--- src/rtl/regbank_scan_pkg.sv ---
package regbank_scan_pkg;
    localparam int DATA_W    = 32;
    localparam int ADDR_W    = 5;
    localparam int CHAIN_W   = DATA_W + ADDR_W + 1;
    localparam int NUM_ADDR  = 1 << ADDR_W;

    typedef struct packed {
        logic              wr;
        logic [ADDR_W-1:0] addr;
        logic [DATA_W-1:0] data;
    } chain_t;
endpackage

--- src/rtl/rbs_access_ctrl.sv ---
module rbs_access_ctrl #(
    parameter int SEL_W    = 4,
    parameter int CHAIN_ID = 2
) (
    input  logic [SEL_W-1:0] chain_num,
    input  logic             intest,
    input  logic             shift_dr,
    input  logic             update_dr,
    input  logic             wr_flag,
    output logic             active,
    output logic             do_shift,
    output logic             do_read,
    output logic             do_write
);
    always_comb begin
        active   = (chain_num == SEL_W'(CHAIN_ID)) && intest;
        // Update takes priority over shift; capture performs no action.
        do_shift = active && shift_dr && !update_dr;
        do_read  = active && update_dr && !wr_flag;
        do_write = active && update_dr && wr_flag;
    end
endmodule

--- src/rtl/rbs_shift_chain.sv ---
module rbs_shift_chain
    import regbank_scan_pkg::*;
(
    input  logic              clk,
    input  logic              rst_n,
    input  logic              tdi,
    input  logic              do_shift,
    input  logic              do_load,
    input  logic [DATA_W-1:0] load_data,
    output chain_t            chain_q
);
    chain_t chain_d;

    always_comb begin
        chain_d = chain_q;
        if (do_shift) begin
            chain_d = chain_t'({tdi, chain_q[CHAIN_W-1:1]});
        end else if (do_load) begin
            chain_d.data = load_data;
        end
    end

    always_ff @(posedge clk) begin
        if (!rst_n) chain_q <= '0;
        else        chain_q <= chain_d;
    end
endmodule

--- src/rtl/rbs_reg_bank.sv ---
module rbs_reg_bank
    import regbank_scan_pkg::*;
#(
    parameter int          RW_COUNT = 28,
    parameter logic [31:0] ID_WORD  = 32'h3C5A_0F02
) (
    input  logic              clk,
    input  logic              rst_n,
    input  logic              we,
    input  logic [ADDR_W-1:0] addr,
    input  logic [DATA_W-1:0] wdata,
    output logic [DATA_W-1:0] rdata
);
    localparam int RO_ID   = RW_COUNT;
    localparam int RO_SIZE = RW_COUNT + 1;

    logic [DATA_W-1:0] mem_q    [RW_COUNT];
    logic [DATA_W-1:0] mem_d    [RW_COUNT];
    logic [DATA_W-1:0] rd_table [NUM_ADDR];

    for (genvar i = 0; i < RW_COUNT; i++) begin : g_rw
        always_comb begin
            mem_d[i] = mem_q[i];
            if (we && addr == ADDR_W'(i)) mem_d[i] = wdata;
        end

        always_ff @(posedge clk) begin
            if (!rst_n) mem_q[i] <= '0;
            else        mem_q[i] <= mem_d[i];
        end
    end

    for (genvar j = 0; j < NUM_ADDR; j++) begin : g_rd
        if (j < RW_COUNT) begin : g_mem
            assign rd_table[j] = mem_q[j];
        end else if (j == RO_ID) begin : g_id
            assign rd_table[j] = DATA_W'(ID_WORD);
        end else if (j == RO_SIZE) begin : g_size
            assign rd_table[j] = DATA_W'(RW_COUNT);
        end else begin : g_hole
            assign rd_table[j] = '0;
        end
    end

    always_comb rdata = rd_table[addr];
endmodule

--- src/rtl/regbank_scan_port.sv ---
module regbank_scan_port
    import regbank_scan_pkg::*;
#(
    parameter int          SEL_W    = 4,
    parameter int          CHAIN_ID = 2,
    parameter int          RW_COUNT = 28,
    parameter logic [31:0] ID_WORD  = 32'h3C5A_0F02
) (
    input  logic             clk,
    input  logic             rst_n,
    input  logic [SEL_W-1:0] chain_num,
    input  logic             intest,
    input  logic             capture_dr,
    input  logic             shift_dr,
    input  logic             update_dr,
    input  logic             tdi,
    output logic             tdo
);
    chain_t            chain_w;
    logic              active_w;
    logic              do_shift_w;
    logic              do_read_w;
    logic              do_write_w;
    logic [DATA_W-1:0] rdata_w;

    rbs_access_ctrl #(.SEL_W(SEL_W), .CHAIN_ID(CHAIN_ID)) u_ctrl (
        .chain_num (chain_num),
        .intest    (intest),
        .shift_dr  (shift_dr),
        .update_dr (update_dr),
        .wr_flag   (chain_w.wr),
        .active    (active_w),
        .do_shift  (do_shift_w),
        .do_read   (do_read_w),
        .do_write  (do_write_w)
    );

    rbs_shift_chain u_chain (
        .clk       (clk),
        .rst_n     (rst_n),
        .tdi       (tdi),
        .do_shift  (do_shift_w),
        .do_load   (do_read_w),
        .load_data (rdata_w),
        .chain_q   (chain_w)
    );

    rbs_reg_bank #(.RW_COUNT(RW_COUNT), .ID_WORD(ID_WORD)) u_bank (
        .clk   (clk),
        .rst_n (rst_n),
        .we    (do_write_w),
        .addr  (chain_w.addr),
        .wdata (chain_w.data),
        .rdata (rdata_w)
    );

    always_comb tdo = active_w ? chain_w.data[0] : 1'b0;
endmodule

--- config.mk ---
export PLATFORM = sky130hd
export DESIGN_NAME = regbank_scan_port
export DESIGN_NICKNAME = d
export VERILOG_FILES = /design/src/rtl/regbank_scan_pkg.sv /design/src/rtl/rbs_access_ctrl.sv /design/src/rtl/rbs_shift_chain.sv /design/src/rtl/rbs_reg_bank.sv /design/src/rtl/regbank_scan_port.sv
export SDC_FILE = /design/constraint.sdc
export NUM_CORES = 2
export LEC_CHECK = 0
export BUFFER_PORTS_ARGS = -buffer_cell sky130_fd_sc_hd__buf_2
export CAP_MARGIN = 20
export CORE_MARGIN = 4
export CORE_UTILIZATION = 40
export DETAILED_ROUTE_END_ITERATION = 10
export HOLD_SLACK_MARGIN = 0.03
export PLACE_DENSITY = 0.62
export SYNTH_ARGS = -nofsm -noshare
export SYNTH_HDL_FRONTEND = slang
export SYNTH_SLANG_ARGS = --single-unit
--- constraint.sdc ---
create_clock -name clk -period 4.5 [get_ports clk]
set_input_delay 0 -clock clk [delete_from_list [all_inputs] [get_ports clk]]
set_output_delay 0 -clock clk [all_outputs]
set_load 0.02 [all_outputs]
# Word-level counts from Yosys, hierarchy flattened
# Memories as Yosys holds them, arrays and structs flattened.
# Index checks and enable logic that the tools add are counted.
dict set report classes {
  n_mux 64
  n_reduce_logical 38
  eq_ne 28
  n_bitwise 29
  n_lt_le_gt_ge 1
}
# operator n
set ops {}
lappend ops {{two-way mux 32 bit} 60}
lappend ops {{binary-select mux 32 bit (select 5 bit)} 1}
lappend ops {{equality test 5 bit, second input constant} 12}
lappend ops {{equality test 5 x 4 -> 1 bit, second input constant} 8}
lappend ops {{logical AND 1 bit} 34}
lappend ops {{bitwise OR 1 bit} 28}
lappend ops {{equality test 5 x 3 -> 1 bit, second input constant} 4}
lappend ops {{equality test 5 x 2 -> 1 bit, second input constant} 2}
lappend ops {{>= comparator 6 bit, second input constant} 1}
lappend ops {{NOT 5 -> 6 bit} 1}
lappend ops {{equality test 5 x 1 -> 1 bit, second input constant} 1}
lappend ops {{logical NOT 5 bit} 1}
lappend ops {{equality test 4 x 2 -> 1 bit, second input constant} 1}
lappend ops {{two-way mux 1 bit} 3}
lappend ops {{logical NOT 1 bit} 2}
lappend ops {{nonzero test 2 bit} 1}
dict set report word_totals {
  out_inout_bits 1
  n_memories 1
  register_bits 38
  inputBits 11
  ram_bits 896
}
# name depth word_bits rd rd_clocked_by_memory_dff write_ports line
set mem_list {}
lappend mem_list {u_bank.mem_q 28 32 28 0 28 rbs_reg_bank.sv:17} ;# logic [DATA_W-1:0] mem_q [RW_COUNT];

# Logic depth before layout (Yosys ltp)
dict set report logic_depth {
  ltp_word 7
  mapped_depth 10
  mapped_depth_nobuf 5
}

# Modules after synthesis
# A second synthesis with hierarchy kept.
dict set report hier_totals {
  cells_unflattened 4833
  hier_area_um2 42934.9
}
# mod instances cells_per_inst area_each_um2
set by_module_without_submodules {}
lappend by_module_without_submodules {rbs_reg_bank 1 4663 40862.9}
lappend by_module_without_submodules {rbs_shift_chain 1 161 1986.9}
lappend by_module_without_submodules {rbs_access_ctrl 1 8 78.8}
lappend by_module_without_submodules {regbank_scan_port 1 1 6.3}

# Least setup slack after synthesis
# Ideal clock, no wire load.
dict set report synth_timing {
  kind {register -> register}
  from {reg u_chain.chain_q[32] in the netlist's numbering}
  to {reg u_chain.chain_q[27] in the netlist's numbering}
  required_time_ns 4.383
  path_buffers 3
  setup_ns 0.117
  stages_incl_launch_ff 8
  t_arrival_ns 1.862
  setup_slack_ns 2.521
  path_cell_list {dfxtp_1 > buf_4 > buf_4 > buf_2 > mux4_2 > a22oi_1 > nand3b_1 > a32o_1}
}
dict set report synth_via {
  elab_chain_len 6
}
# element line
set synth_rtl {}
lappend synth_rtl {{from (decl)} rbs_shift_chain.sv:10} ;# output chain_t chain_q
lappend synth_rtl {{from (signal assigned)} rbs_shift_chain.sv:25} ;# else chain_q <= chain_d;
lappend synth_rtl {{NOT 5 -> 6 bit (not written as such)} rbs_reg_bank.sv:45} ;# always_comb rdata = rd_table[addr];
lappend synth_rtl {{binary-select mux 32 bit (select 5 bit)} rbs_reg_bank.sv:45}
lappend synth_rtl {{two-way mux 32 bit (not written as such) (2 in series)} rbs_reg_bank.sv:45}
lappend synth_rtl {{two-way mux 32 bit} rbs_shift_chain.sv:18} ;# end else if (do_load) begin
lappend synth_rtl {{two-way mux 32 bit} rbs_shift_chain.sv:16} ;# if (do_shift) begin
# Every way passes these cells. The select of a mux whose other input is x is not followed.
# A chain may end at the register's enable or synchronous reset.

# Worst setup path in the final report
dict set report layout_timing {
  from {reg u_chain.chain_q[32] in the netlist's numbering}
  to {reg u_chain.chain_q[26] in the netlist's numbering}
}
# The elaborated chain is that of the path after synthesis.

==> Implementation_results.wiki <==
{| class="wikitable"
! Metric !! Value
|-
| Most common library cells after synthesis || nand2_1 (1871), a21oi_1 (956), dfxtp_1 (934), clkbuf_1 (284), mux2i_1 (222)
|-
| Post-synth top area share || 46.4%
|-
| Multiplexer fraction of the synthesized cell area || 12.3%
|-
| Fin worst setup slack || 1.23 ns
|-
| Worst hold slack after final layout || 0.197 ns
|-
| Xor-xnor portion of the synthesized cell area || 0%
|-
| Slowest Stage Delay on Critical Path || 0.96 ns
|-
| Placed Cells || 5918
|-
| Die area || 0.106 mm2
|-
| Most used flip-flop cell after synthesis || dfxtp_1
|-
| Remaining antenna violation count || 0
|-
| Number of vias in the routed layout || 34200
|-
| Peak supply drop || 0.307 mV
|-
| Final cell utilization of the core || 44.3%
|-
| Final critical-path share of the clock period || 72.6%
|-
| Final number of max-transition violations || 0
|-
| Flip-flop and latch count after synthesis || 934
|-
| Yosys Warn Count || 0
|-
| Leakage power summed over all cells || 0.0133 uW
|-
| Clock Pin Slew Worst Setup and Hold Paths || 0.06 ns
|-
| Placeable core region || 0.100 mm2
|-
| Depth of the CTS H-tree || 3
|-
| Slew @ Worst Pin || 1.15 ns
|-
| Number of nets in the layout || 4733
|-
| Simple-gate area share of the yosys netlist || 20.0%
|-
| Number of sinks handled by clock tree synthesis || 934
|-
| Die Y-Extent || 326 um
|-
| Largest net degree at the start of global routing || 178
|-
| Slew Limit Headroom || 23.3%
|-
| Sequential-to-total area share from yosys stat || 46.4%
|-
| Starting DRT DRC Count || 3494
|-
| DRT Pass-1 Iters || 6
|-
| Placement-stage worst setup slack || 1.29 ns
|-
| EDFF count, synth || 0
|-
| Worst path slowest cell || dfxtp_4
|-
| Share of flip-flops with an asynchronous set or reset after synthesis || 0%
|-
| Overall global routing resource usage || 24.1%
|-
| Effective utilization at floorplan || 40.3%
|-
| Area grow syn2layout || 9.81%
|-
| Main combinational cell family by area after synthesis || simple AND/OR/NAND/NOR gates
|-
| Crit path buffers/inverters || 1
|-
| Gate Count Post-Synth || 5000
|-
| IO Port Bufs || 10
|-
| Global-route wire length before repair || 200 mm
|-
| Series of cell instances along the critical path || nor2b_4 -> buf_12 -> a21oi_1 -> a311oi_1 -> a21oi_1
|-
| Final setup violation count || 0
|-
| Final wirelength || 133 mm
|-
| Fmax || 306 MHz
|-
| Ratio of cells with drive above 1 in the final layout || 10.2%
|-
| Buffer levels on the longest clock path || 3
|-
| Number of antenna violations at the first check in global routing || 2
|-
| Worst path top cell family by delay || compound AO/OA/AOI/OAI gates
|-
| Detailed-route wire length per cell || 21.8 um
|-
| Number of standard cells in the final layout excluding fillers || 6101
|-
| Num CTS Buffers || 98
|-
| Via count of the first global-routing pass || 31900
|-
| GPL Wtd Cong || 0.852
|-
| Number of design rule violations left after detail routing || 0
|-
| Crit Path Category || reg2reg
|-
| Clk root buf || clkbuf_16
|-
| Width of the die || 326 um
|-
| Power Density || 382 mW/mm2
|-
| Total of cells resized after clock tree synthesis || 0
|-
| Worst min path class || in2reg
|-
| Crit path top cell by count || a21oi_1
|-
| Total setup buffers inserted after CTS || 0
|-
| Post-synth cell types || 48
|-
| Post-synthesis adder-cell area fraction || 0%
|-
| Crit path time final || 3.27 ns
|-
| Top cells by area, synth || dfxtp_1 (46%), nand2_1 (17%), a21oi_1 (12%), mux4_2 (6.1%), mux2i_1 (5.5%)
|-
| Status || finished clean
|-
| Cell area after technology mapping || 0.0403 mm2
|-
| Vias per cell || 5.61
|-
| Count of endpoints failing hold in the final timing report || 0
|-
| Synth area leader || dfxtp_1
|-
| Maximum fanout along the worst path || 44
|-
| Endpoint required time on the critical path || 5.00 ns
|-
| Grt ovf || 0
|-
| Clk Latency, worst-skew pair || 0.66 ns
|-
| Kind of capture point of the worst setup path || flip-flop
|-
| Final total negative setup slack || 0 ns
|-
| CTS tree || yes
|-
| Number of max-cap violations || 0
|-
| Worst Setup Start Kind || flip-flop
|-
| Nets in the synthesized netlist || 5011
|-
| Worst Clk Skew || 0.0262 ns
|-
| Arrival time of data at the critical path endpoint || 3.77 ns
|-
| I/O Pins || 12
|-
| Unrepaired setup endpoints after global routing || false
|-
| Synth Area in Compound Gates || 15.6%
|-
| Number of rows in the core area || 116
|-
| Detailed placement HPWL || 74.7 mm
|-
| Average cell area after synthesis || 8.07 um2
|-
| Top-count cell post-synth || nand2_1
|}
-- where the power goes --
part / internal [uW] / switching [uW] / leakage (uW) / total (uW)
Clock: 5010 / 3410 / 0.00164 / 8420
Sequential: 8270 / 17.7 / 0.00753 / 8290
Combinational: 25.2 / 173 / 0.00413 / 198
-- metal layers --
metal | global-route usage [%] | up-vias | part of all wire (%)
met5 | 0 | - | 0
met2 | 38.5 | 1356 | 46
met4 | 11.5 | 0 | 4.9
met1 | 31.8 | 16500 | 41
li1 | - | 16200 | -
met3 | 4.27 | 259 | 8.3
-- state kept, by name, indices dropped and copies added (netlist names) --
signal,cells
u_bank.mem_q,896
u_chain.chain_q,38
-- layout by cell type (no fill, tap or decap), drive strengths merged, types with 14 or more instances in the layout --
cell and n:
a21oi 956, nor2b 16, o221ai 15, nor2 40
mux2i 222, or2 23, clkinv 15, nand2 1871
a31oi 32, buf 127, mux2 26, o22ai 20
dfxtp 934, mux4 109, a211oi 14, a22oi 71
nand3 33, clkbuf 152
-- final timing paths --
| check | startpoint | to | slack, ns | depth (start not counted) |
|---|---|---|---|---|
| max | u_chain.chain_q[32]$_SDFFE_PN0P_ | u_chain.chain_q[26]$_SDFFE_PN0P_ | 1.23 | 5 |
| min reg2reg | u_bank.mem_q[13][40]$_SDFFE_PN0P_ | u_bank.mem_q[13][40]$_SDFFE_PN0P_ | 0.45 | 2 |
| min | update_dr | u_bank.mem_q[7][10]$_SDFFE_PN0P_ | 0.20 | 5 |
| max reg2reg | u_chain.chain_q[32]$_SDFFE_PN0P_ | u_chain.chain_q[26]$_SDFFE_PN0P_ | 1.23 | 5 |
-- worst reg2reg max path: stages, from the launching register on --
cell      delay (ns)
dfxtp_4         0.96
nor2b_4         0.83
buf_12          0.28
a21oi_1         0.10
a311oi_1        0.83
a21oi_1         0.13
-- what timing repair did --
item | CTS | global route
endpoints found under the setup margin | 0 | 0
endpoints found under the hold margin | 22 | 0
hold buffers | 2 | 0
-- through the flow --
step / cell area (um2) / total power, uW
after floorplan: 40300 / 8590
after global placement: 40900 / 8660
after detailed placement: 40900 / 8660
after CTS: 44300 / 17000
after global routing: 44300 / 17300
final: 44300 / 16900
-- cell families after synthesis --
group	after synthesis
buffers and inverters	512
flip-flops	934
AO/OA/AOI/OAI	1159
multiplexers	357
AND/OR/NAND/NOR	2038
-- area by class of cell --
cell class	count	area, um2
antenna	1	2.50
clock buffer	152	2950
tap	1298	1620
clock inverter	28	379
inverter	5	26.3
timing repair buffer	129	1110
sequential	934	18700
multi-input combinational	3554	19500
fill	9620	55700
No activity file was read; power rests on OpenSTA's default activity.
